`config.mk`:
```
export PLATFORM = sky130hd
export DESIGN_NAME = spi_regbank_slave
export DESIGN_NICKNAME = d
export VERILOG_FILES = /design/src/rtl/spi_rb_pkg.sv /design/src/rtl/spi_rb_sync.sv /design/src/rtl/spi_rb_frame.sv /design/src/rtl/spi_rb_regfile.sv /design/src/rtl/spi_regbank_slave.sv
export SDC_FILE = /design/constraint.sdc
export NUM_CORES = 1
export LEC_CHECK = 0
export ABC_CLOCK_PERIOD_IN_PS = 3050
export BUFFER_PORTS_ARGS = -buffer_cell sky130_fd_sc_hd__buf_2
export CORE_MARGIN = 8
export CORE_UTILIZATION = 52
export CTS_CLUSTER_SIZE = 30
export DETAILED_ROUTE_END_ITERATION = 10
export PLACE_DENSITY = 0.67
export SYNTH_ARGS = -nofsm -noshare
export SYNTH_HDL_FRONTEND = slang
export SYNTH_HIERARCHICAL = 1
export SYNTH_SLANG_ARGS = --single-unit
```
`constraint.sdc`:
```
create_clock -name clk_i -period 3.05 [get_ports clk_i]
set_input_delay 0.305 -clock clk_i [delete_from_list [all_inputs] [get_ports clk_i]]
set_output_delay 0.305 -clock clk_i [all_outputs]
set_load 0.1 [all_outputs]
```
`src/rtl/spi_rb_pkg.sv`:
```
package spi_rb_pkg;
  localparam int FRAME_W  = 32;
  localparam int HALF_W   = FRAME_W / 2;
  localparam int ADDR_W   = 5;
  localparam int SYNC_W   = 8;
  localparam int NUM_REGS = 1 << ADDR_W;
  localparam int CNT_W    = $clog2(FRAME_W + 1);
  // command field positions inside the 16-bit command word
  localparam int SYNC_LSB = HALF_W - SYNC_W;
  localparam int RD_BIT   = SYNC_LSB - 1;
  localparam int WR_BIT   = SYNC_LSB - 2;
  localparam int ADDR_LSB = 0;

  typedef logic [CNT_W-1:0]  cnt_t;
  typedef logic [ADDR_W-1:0] addr_t;
  typedef logic [HALF_W-1:0] word_t;
endpackage

```
`src/rtl/spi_rb_sync.sv`:
```
module spi_rb_sync #(
  parameter int STAGES = 2
) (
  input  logic clk_i,
  input  logic rst_ni,
  input  logic sclk_i,
  input  logic cs_ni,
  input  logic mosi_i,
  output logic sclk_rise_o,
  output logic sclk_fall_o,
  output logic cs_act_o,
  output logic mosi_o
);
  localparam int NSIG = 3;
  localparam logic [NSIG-1:0] RST_VAL = 3'b010; // {mosi, cs_n, sclk}

  logic [NSIG-1:0] raw, synced;
  logic            sclk_d;

  assign raw = {mosi_i, cs_ni, sclk_i};

  for (genvar g = 0; g < NSIG; g++) begin : g_sig
    logic [STAGES-1:0] pipe;
    always_ff @(posedge clk_i or negedge rst_ni) begin
      if (!rst_ni) pipe <= {STAGES{RST_VAL[g]}};
      else         pipe <= {pipe[STAGES-2:0], raw[g]};
    end
    assign synced[g] = pipe[STAGES-1];
  end

  always_ff @(posedge clk_i or negedge rst_ni) begin
    if (!rst_ni) sclk_d <= 1'b0;
    else         sclk_d <= synced[0];
  end

  assign sclk_rise_o = synced[0] & ~sclk_d;
  assign sclk_fall_o = ~synced[0] & sclk_d;
  assign cs_act_o    = ~synced[1];
  assign mosi_o      = synced[2];
endmodule

```
`src/rtl/spi_rb_frame.sv`:
```
module spi_rb_frame
  import spi_rb_pkg::*;
#(
  parameter logic [SYNC_W-1:0] SYNC_VAL = 8'hA5
) (
  input  logic  clk_i,
  input  logic  rst_ni,
  input  logic  sclk_rise_i,
  input  logic  sclk_fall_i,
  input  logic  cs_act_i,
  input  logic  mosi_i,
  input  word_t rd_data_i,
  output addr_t addr_o,
  output logic  wr_en_o,
  output word_t wr_data_o,
  output logic  miso_o,
  output cnt_t  bit_cnt_o,
  output logic  tx_active_o,
  output logic  sync_ok_o
);
  localparam cnt_t CNT_HALF = cnt_t'(HALF_W);
  localparam cnt_t CNT_LAST = cnt_t'(FRAME_W - 1);
  localparam cnt_t CNT_FULL = cnt_t'(FRAME_W);

  cnt_t               bit_cnt;
  word_t              cmd_sr;
  logic [HALF_W-2:0]  data_sr;
  word_t              tx_sr;
  logic               tx_active;
  logic               cmd_done, cmd_match, rd_go;

  assign cmd_done  = (bit_cnt >= CNT_HALF);
  assign cmd_match = cmd_done && (cmd_sr[SYNC_LSB +: SYNC_W] == SYNC_VAL);
  assign rd_go     = cmd_match && cmd_sr[RD_BIT];

  always_ff @(posedge clk_i or negedge rst_ni) begin
    if (!rst_ni) begin
      bit_cnt   <= '0;
      cmd_sr    <= '0;
      data_sr   <= '0;
      tx_sr     <= '0;
      tx_active <= 1'b0;
    end else if (!cs_act_i) begin
      bit_cnt   <= '0;
      tx_sr     <= '0;
      tx_active <= 1'b0;
    end else begin
      if (sclk_rise_i && bit_cnt != CNT_FULL) begin
        bit_cnt <= bit_cnt + 1'b1;
        if (!cmd_done) cmd_sr  <= {cmd_sr[HALF_W-2:0], mosi_i};
        else           data_sr <= {data_sr[HALF_W-3:0], mosi_i};
      end
      // MISO advances after falling edges so it is stable at the next rise
      if (sclk_fall_i) begin
        if (bit_cnt == CNT_HALF && rd_go) begin
          tx_sr     <= rd_data_i;
          tx_active <= 1'b1;
        end else if (tx_active) begin
          if (bit_cnt == CNT_FULL) begin
            tx_active <= 1'b0;
            tx_sr     <= '0;
          end else begin
            tx_sr <= {tx_sr[HALF_W-2:0], 1'b0};
          end
        end
      end
    end
  end

  assign addr_o      = cmd_sr[ADDR_LSB +: ADDR_W];
  assign wr_en_o     = cs_act_i && sclk_rise_i && (bit_cnt == CNT_LAST)
                       && cmd_match && cmd_sr[WR_BIT];
  assign wr_data_o   = {data_sr, mosi_i};
  assign miso_o      = tx_active & tx_sr[HALF_W-1];
  assign bit_cnt_o   = bit_cnt;
  assign tx_active_o = tx_active;
  assign sync_ok_o   = cmd_match;
endmodule

```
`src/rtl/spi_rb_regfile.sv`:
```
module spi_rb_regfile
  import spi_rb_pkg::*;
(
  input  logic  clk_i,
  input  logic  rst_ni,
  input  logic  wr_en_i,
  input  addr_t addr_i,
  input  word_t wr_data_i,
  output word_t rd_data_o
);
  word_t regs [NUM_REGS];

  for (genvar r = 0; r < NUM_REGS; r++) begin : g_reg
    always_ff @(posedge clk_i or negedge rst_ni) begin
      if (!rst_ni)                              regs[r] <= '0;
      else if (wr_en_i && addr_i == addr_t'(r)) regs[r] <= wr_data_i;
    end
  end

  assign rd_data_o = regs[addr_i];
endmodule

```
`src/rtl/spi_regbank_slave.sv`:
```
module spi_regbank_slave
  import spi_rb_pkg::*;
#(
  parameter int                SYNC_STAGES = 2,
  parameter logic [SYNC_W-1:0] SYNC_VAL    = 8'hA5
) (
  input  logic clk_i,
  input  logic rst_ni,
  input  logic sclk_i,
  input  logic cs_ni,
  input  logic mosi_i,
  output logic miso_o
);
  logic  sclk_rise, sclk_fall, cs_act, mosi_s;
  logic  wr_en, tx_active, sync_ok;
  addr_t addr;
  word_t wr_data, rd_data;
  cnt_t  bit_cnt;

  spi_rb_sync #(.STAGES(SYNC_STAGES)) u_sync (
    .clk_i       (clk_i),
    .rst_ni      (rst_ni),
    .sclk_i      (sclk_i),
    .cs_ni       (cs_ni),
    .mosi_i      (mosi_i),
    .sclk_rise_o (sclk_rise),
    .sclk_fall_o (sclk_fall),
    .cs_act_o    (cs_act),
    .mosi_o      (mosi_s)
  );

  spi_rb_frame #(.SYNC_VAL(SYNC_VAL)) u_frame (
    .clk_i       (clk_i),
    .rst_ni      (rst_ni),
    .sclk_rise_i (sclk_rise),
    .sclk_fall_i (sclk_fall),
    .cs_act_i    (cs_act),
    .mosi_i      (mosi_s),
    .rd_data_i   (rd_data),
    .addr_o      (addr),
    .wr_en_o     (wr_en),
    .wr_data_o   (wr_data),
    .miso_o      (miso_o),
    .bit_cnt_o   (bit_cnt),
    .tx_active_o (tx_active),
    .sync_ok_o   (sync_ok)
  );

  spi_rb_regfile u_regs (
    .clk_i     (clk_i),
    .rst_ni    (rst_ni),
    .wr_en_i   (wr_en),
    .addr_i    (addr),
    .wr_data_i (wr_data),
    .rd_data_o (rd_data)
  );
endmodule

```
# After elaboration in Yosys (flattened, before gate mapping)

Index checks and enable logic that the tools add are counted.

Bits of input ports: 5
Register bits after elaboration: 573
Output and inout port bits: 1
Logic and storage cells: 150

Bitwise operators: 8
Add/subtract/negate cells: 1
Reductions and logical operators: 47
Equality and inequality tests: 36
Mux-type cells: 15
Magnitude comparators: 2

Operator list:

| operator                                                          | number |
|---|---|
| two-way mux 16 bit                                                | 7 |
| binary-select mux 16 bit (select 5 bit)                           | 1 |
| equality test 5 bit, second input constant                        | 16 |
| equality test 5 x 4 -> 1 bit, second input constant               | 8 |
| logical AND 1 bit                                                 | 40 |
| equality test 5 x 3 -> 1 bit, second input constant               | 4 |
| equality test 6 x 5 -> 1 bit, second input constant               | 2 |
| two-way mux 6 bit                                                 | 2 |
| equality test 5 x 2 -> 1 bit, second input constant               | 2 |
| equality test 8 bit, second input constant                        | 1 |
| adder 6 x 1 -> 6 bit, second input constant                       | 1 |
| equality test 6 bit, second input constant                        | 1 |
| greater-or-equal comparator 6 x 5 -> 1 bit, second input constant | 1 |
| greater-or-equal comparator 6 bit, second input constant          | 1 |
| inequality test 6 bit, second input constant                      | 1 |
| NOT 5 -> 6 bit                                                    | 1 |
| AND reduction 3 bit                                               | 2 |
| equality test 5 x 1 -> 1 bit, second input constant               | 1 |
| logical NOT 5 bit                                                 | 1 |
| two-way mux 1 bit                                                 | 5 |
| NOT 1 bit                                                         | 4 |
| nonzero test 2 bit                                                | 2 |
| AND 1 bit                                                         | 3 |
| nonzero test 3 bit                                                | 1 |
| AND reduction 2 bit                                               | 1 |

# Logic depth before layout (Yosys ltp)

Depth in word-level cells: 7
Gate-level depth with buffers: 12
Gate-level depth less buffers: 8

# Cells and area by module

The synthesis kept the hierarchy.

Modules (own cells, without submodules):

| module         | cells each | sequential area each (um^2) | area each (um^2) | instances |
|---|---|---|---|---|
| spi_rb_regfile | 1,561      | 12,812.3                    | 23,404.9         | 1 |
| spi_rb_frame   | 214        | 1,351.3                     | 2,641.3          | 1 |
| spi_rb_sync    | 10         | 177.7                       | 196.4            | 1 |

# Least setup slack after synthesis

Ideal clock, no wire load.

Path kind: register -> register
Start: reg u_frame.cmd_sr[14]
End: reg u_regs/regs[325] in the netlist's numbering
Data required time: 2.925 ns
Library setup time: 0.125 ns
Path slack: 0.252 ns
Arrival time: 2.673 ns
Period minus slack after synthesis: 2.798 ns
Stages on the path, launching flop included: 11
Path through: dfrtp_1 nand4bb_1 or2_1 nor4b_1 buf_2 nand2b_1 or2_1 buf_2 nor3b_4 buf_6 mux2_2

Longest elaborated chain between the ends: 5

Ends and longest elaborated chain:

| element                         | RTL line                | text |
|---|---|---|
| from (decl)                     | spi_rb_frame.sv:26      | `word_t cmd_sr;` |
| from (signal assigned)          | spi_rb_frame.sv:50      | `if (!cmd_done) cmd_sr <= {cmd_sr[HALF_W-2:0], mosi_i};` |
| equality test 8 bit             | spi_rb_frame.sv:33      | `assign cmd_match = cmd_done && (cmd_sr[SYNC_LSB +: SYNC_W] == SYNC_VAL);` |
| logical AND 1 bit               | spi_rb_frame.sv:33      |  |
| logical AND 1 bit (2 in series) | spi_rb_frame.sv:72      | `&& cmd_match && cmd_sr[WR_BIT];` |
| net wr_en                       | spi_regbank_slave.sv:15 | `logic wr_en, tx_active, sync_ok;` |
| logical AND 1 bit               | spi_rb_regfile.sv:16    | `else if (wr_en_i && addr_i == addr_t'(r)) regs[r] <= wr_data_i;` |
| to (signal, indexed assignment) | spi_rb_regfile.sv:16    |  |
| to (decl)                       | spi_rb_regfile.sv:11    | `word_t regs [NUM_REGS];` |

The timed path passes the listed nets, and every way through them passes these cells.
A chain may end at the register's enable or synchronous reset.

# Worst setup path in the final report

Start: reg u_frame.bit_cnt[0] (netlist: u_frame/bit_cnt_o[0])
End: reg u_regs/regs[332] in the netlist's numbering

Longest elaborated chain between the ends: 5

Ends and longest elaborated chain:

| element                                                                                           | RTL line                               | text |
|---|---|---|
| from (decl)                                                                                       | spi_rb_frame.sv:25                     | `cnt_t bit_cnt;` |
| from (signal assigned)                                                                            | spi_rb_frame.sv:49                     | `bit_cnt <= bit_cnt + 1'b1;` |
| greater-or-equal comparator 6 x 5 -> 1 bit / equality test 6 x 5 -> 1 bit (equally long branches) | spi_rb_frame.sv:32, spi_rb_frame.sv:71 |  |
| logical AND 1 bit, on equally long branches                                                       | spi_rb_frame.sv:33, spi_rb_frame.sv:71 |  |
| logical AND 1 bit * (2 in series)                                                                 | spi_rb_frame.sv:72                     |  |
| net wr_en                                                                                         | spi_regbank_slave.sv:15                |  |
| logical AND 1 bit *                                                                               | spi_rb_regfile.sv:16                   |  |

Mark *: on every way through the listed nets, which the timed path passes. The rest lies on a longest branch.

==> results.tsv <==
metric	value	unit
status	finished clean	
synthCells	1784	
tightest_slew	1.26	ns
syn_avg_cell_area	14.7	um2
port_buffers	5	
cts_buffers	60	
layout_common_cells	567 x dfrtp_1, 541 x mux2_2, 111 x mux2i_1	
die_x	241	um
end_kind	flip-flop	
grt_pass1_wl	102000	um
core_area	0.0500	mm2
cellInternalPower	13500	uW
fp-row-count	82	
grt_usage	23.0	%
nNetsFinal	1825	
dp.final_hpwl	40900	um
skew	0.0221	ns
vdd_drop_max	0.000465	V
rrSetupSlack	0.16	ns
max-slew-margin-rel	16.1	%
n_antenna_cell	0	
rsz0062_at_grt	false	
final_common_cell	dfrtp_1	
ios	6	
syn_area	0.0262	mm2
seqPwrFrac	42.9	%
r2r_cells	10	
initial_core_util	52.5	%
clock-root-buffer	clkbuf_16	
cts_tree	yes	
htreeDepth	2	
cp.required	3.53	ns
dieHeight	241	um
placedCellCount	2423	
path_max_fanout	11	
grt_antenna_before_repair	3	
clock-sinks	573	
worstPathArrival	3.37	ns
syn_to_final_growth	13.2	%
p_per_area	620	mW/mm2
globalRouteOverflowTotal	0	
max-cap-violations	0	
finalHoldWorstSlack	0.312	ns
stdcell_count	2542	
r2r-start	u_frame/bit_cnt_o[0]	
start_kind	flip-flop	
synth_warnings	6	
routedWlPerCell	25.6	um
wl	65000	um
critPathKind	reg2reg	
clock.fmax	346	MHz
vias	15400	
drv_slew	0	
hold_class	in2async	
dr.pass1.iters	5	
rr_endpoint	u_regs/regs[332]	
ctsLongestPathBuffers	3	
layout-drive-gt1-share	47.9	%
grt_max_degree	94	
p_leak	0.0143	uW
antenna_left	0	
viasPerCell	6.05	
place_congestion	0.844	
insertion_delay	0.62	ns
final.setup.tns	0	ns
clk_pin_slew	0.06	ns
pwr-share-comb	14.6	%
dieArea	0.0579	mm2
drtIter0Drc	1103	
hold_viol	0	
grt_pass1_vias	16500	
clkPwrFrac	42.5	%
setup_viol_count_final	0	
final.min_clock_period	2.89	ns
layout_worst_path_cycle_share	94.7	%
synth_nets	1791	
swShare	26.5	%
p_sw	4890	uW
drc_errors	0	
## metal layers
metal / track usage [%] / vias to the layer above / wire length (um)
met2: 36.5 / 374 / 30700
met3: 4.13 / 118 / 3620
met5: 0 / - / 40
met4: 7.15 / 6 / 1720
met1: 32.2 / 8226 / 28900
li1: - / 6653 / -
## area by class of cell
type | instances | area [um2]
Clock inverter | 18 | 302
Sequential cell | 573 | 14400
Tap cell | 672 | 841
Timing Repair Buffer | 133 | 1230
Multi-Input combinational cell | 1031 | 11100
Clock buffer | 96 | 1850
Fill cell | 3864 | 20300
Inverter | 19 | 71.3
## power by group through the flow
| stage | clock network (uW) | logic (uW) | registers [uW] |
|---|---|---|---|
| final | 7820 | 2700 | 7910 |
| after global routing | 8300 | 2820 | 7920 |
| after CTS | 7990 | 2630 | 7940 |
| after detailed placement | 0 | 2610 | 8070 |
| after global placement | 0 | 2600 | 8070 |
| after floorplan | 0 | 1680 | 7830 |
## worst max path at each step
| stage | slack, ns | start | to |
|---|---|---|---|
| 6_report | 0.16 | u_frame/bit_cnt_o[0] | u_regs/regs[332] |
| 5_1_grt | 0.03 | u_frame/cmd_sr[0] | u_frame/tx_sr[5] |
| 4_1_cts | 0.05 | u_frame/cmd_sr[14] | u_regs/regs[396] |
| 3_5_place_dp | -0.04 | u_frame/cmd_sr[14] | u_regs/regs[396] |
| 3_3_place_gp | 0.03 | u_frame/cmd_sr[14] | u_regs/regs[396] |
| 2_1_floorplan | 0.27 | u_frame/cmd_sr[14] | u_regs/regs[325] |
## per-stage QoR
stage / worst slack [ns] / cell area [um2] / power, uW / util [%]
detailed placement: -0.0356 / 27500 / 10700 / 55.0
finish: 0.161 / 29700 / 18400 / 59.4
global placement: 0.0312 / 27500 / 10700 / 55.0
floorplan: 0.271 / 26200 / 9510 / -
CTS: 0.0455 / 29700 / 18600 / 59.4
global route: 0.0345 / 29700 / 19000 / 59.4
## critical path: stages (launching register included)
cell,delay [ns]
dfrtp_1,0.41
ha_1,0.19
nand4_1,0.18
nor2_1,0.15
nor4b_4,0.32
buf_4,0.24
nand2b_1,0.13
or2_4,0.30
nor3b_4,0.21
buf_4,0.25
mux2_2,0.37
## what timing repair did
| item | 4_1_cts | 5_1_grt |
|---|---|---|
| endpoints found under the setup margin | 27 | 31 |
| gates cloned | 0 | 0 |
| setup buffers | 0 | 1 |
| hold buffers | 4 | 0 |
| endpoints found under the hold margin | 72 | 0 |
| gates resized for setup | 1 | 4 |
## state kept, by name, summed over array words and instances, names as in the netlist
| register | count |
|---|---|
| u_frame/bit_cnt_o | 6 |
| u_frame/cmd_sr | 16 |
| u_frame/data_sr | 15 |
| u_frame/tx_active_o | 1 |
| u_frame/tx_sr | 16 |
| u_regs/regs | 512 |
| u_sync/g_sig.pipe | 6 |
| u_sync/sclk_d | 1 |
(Power assumes the default switching activity.)
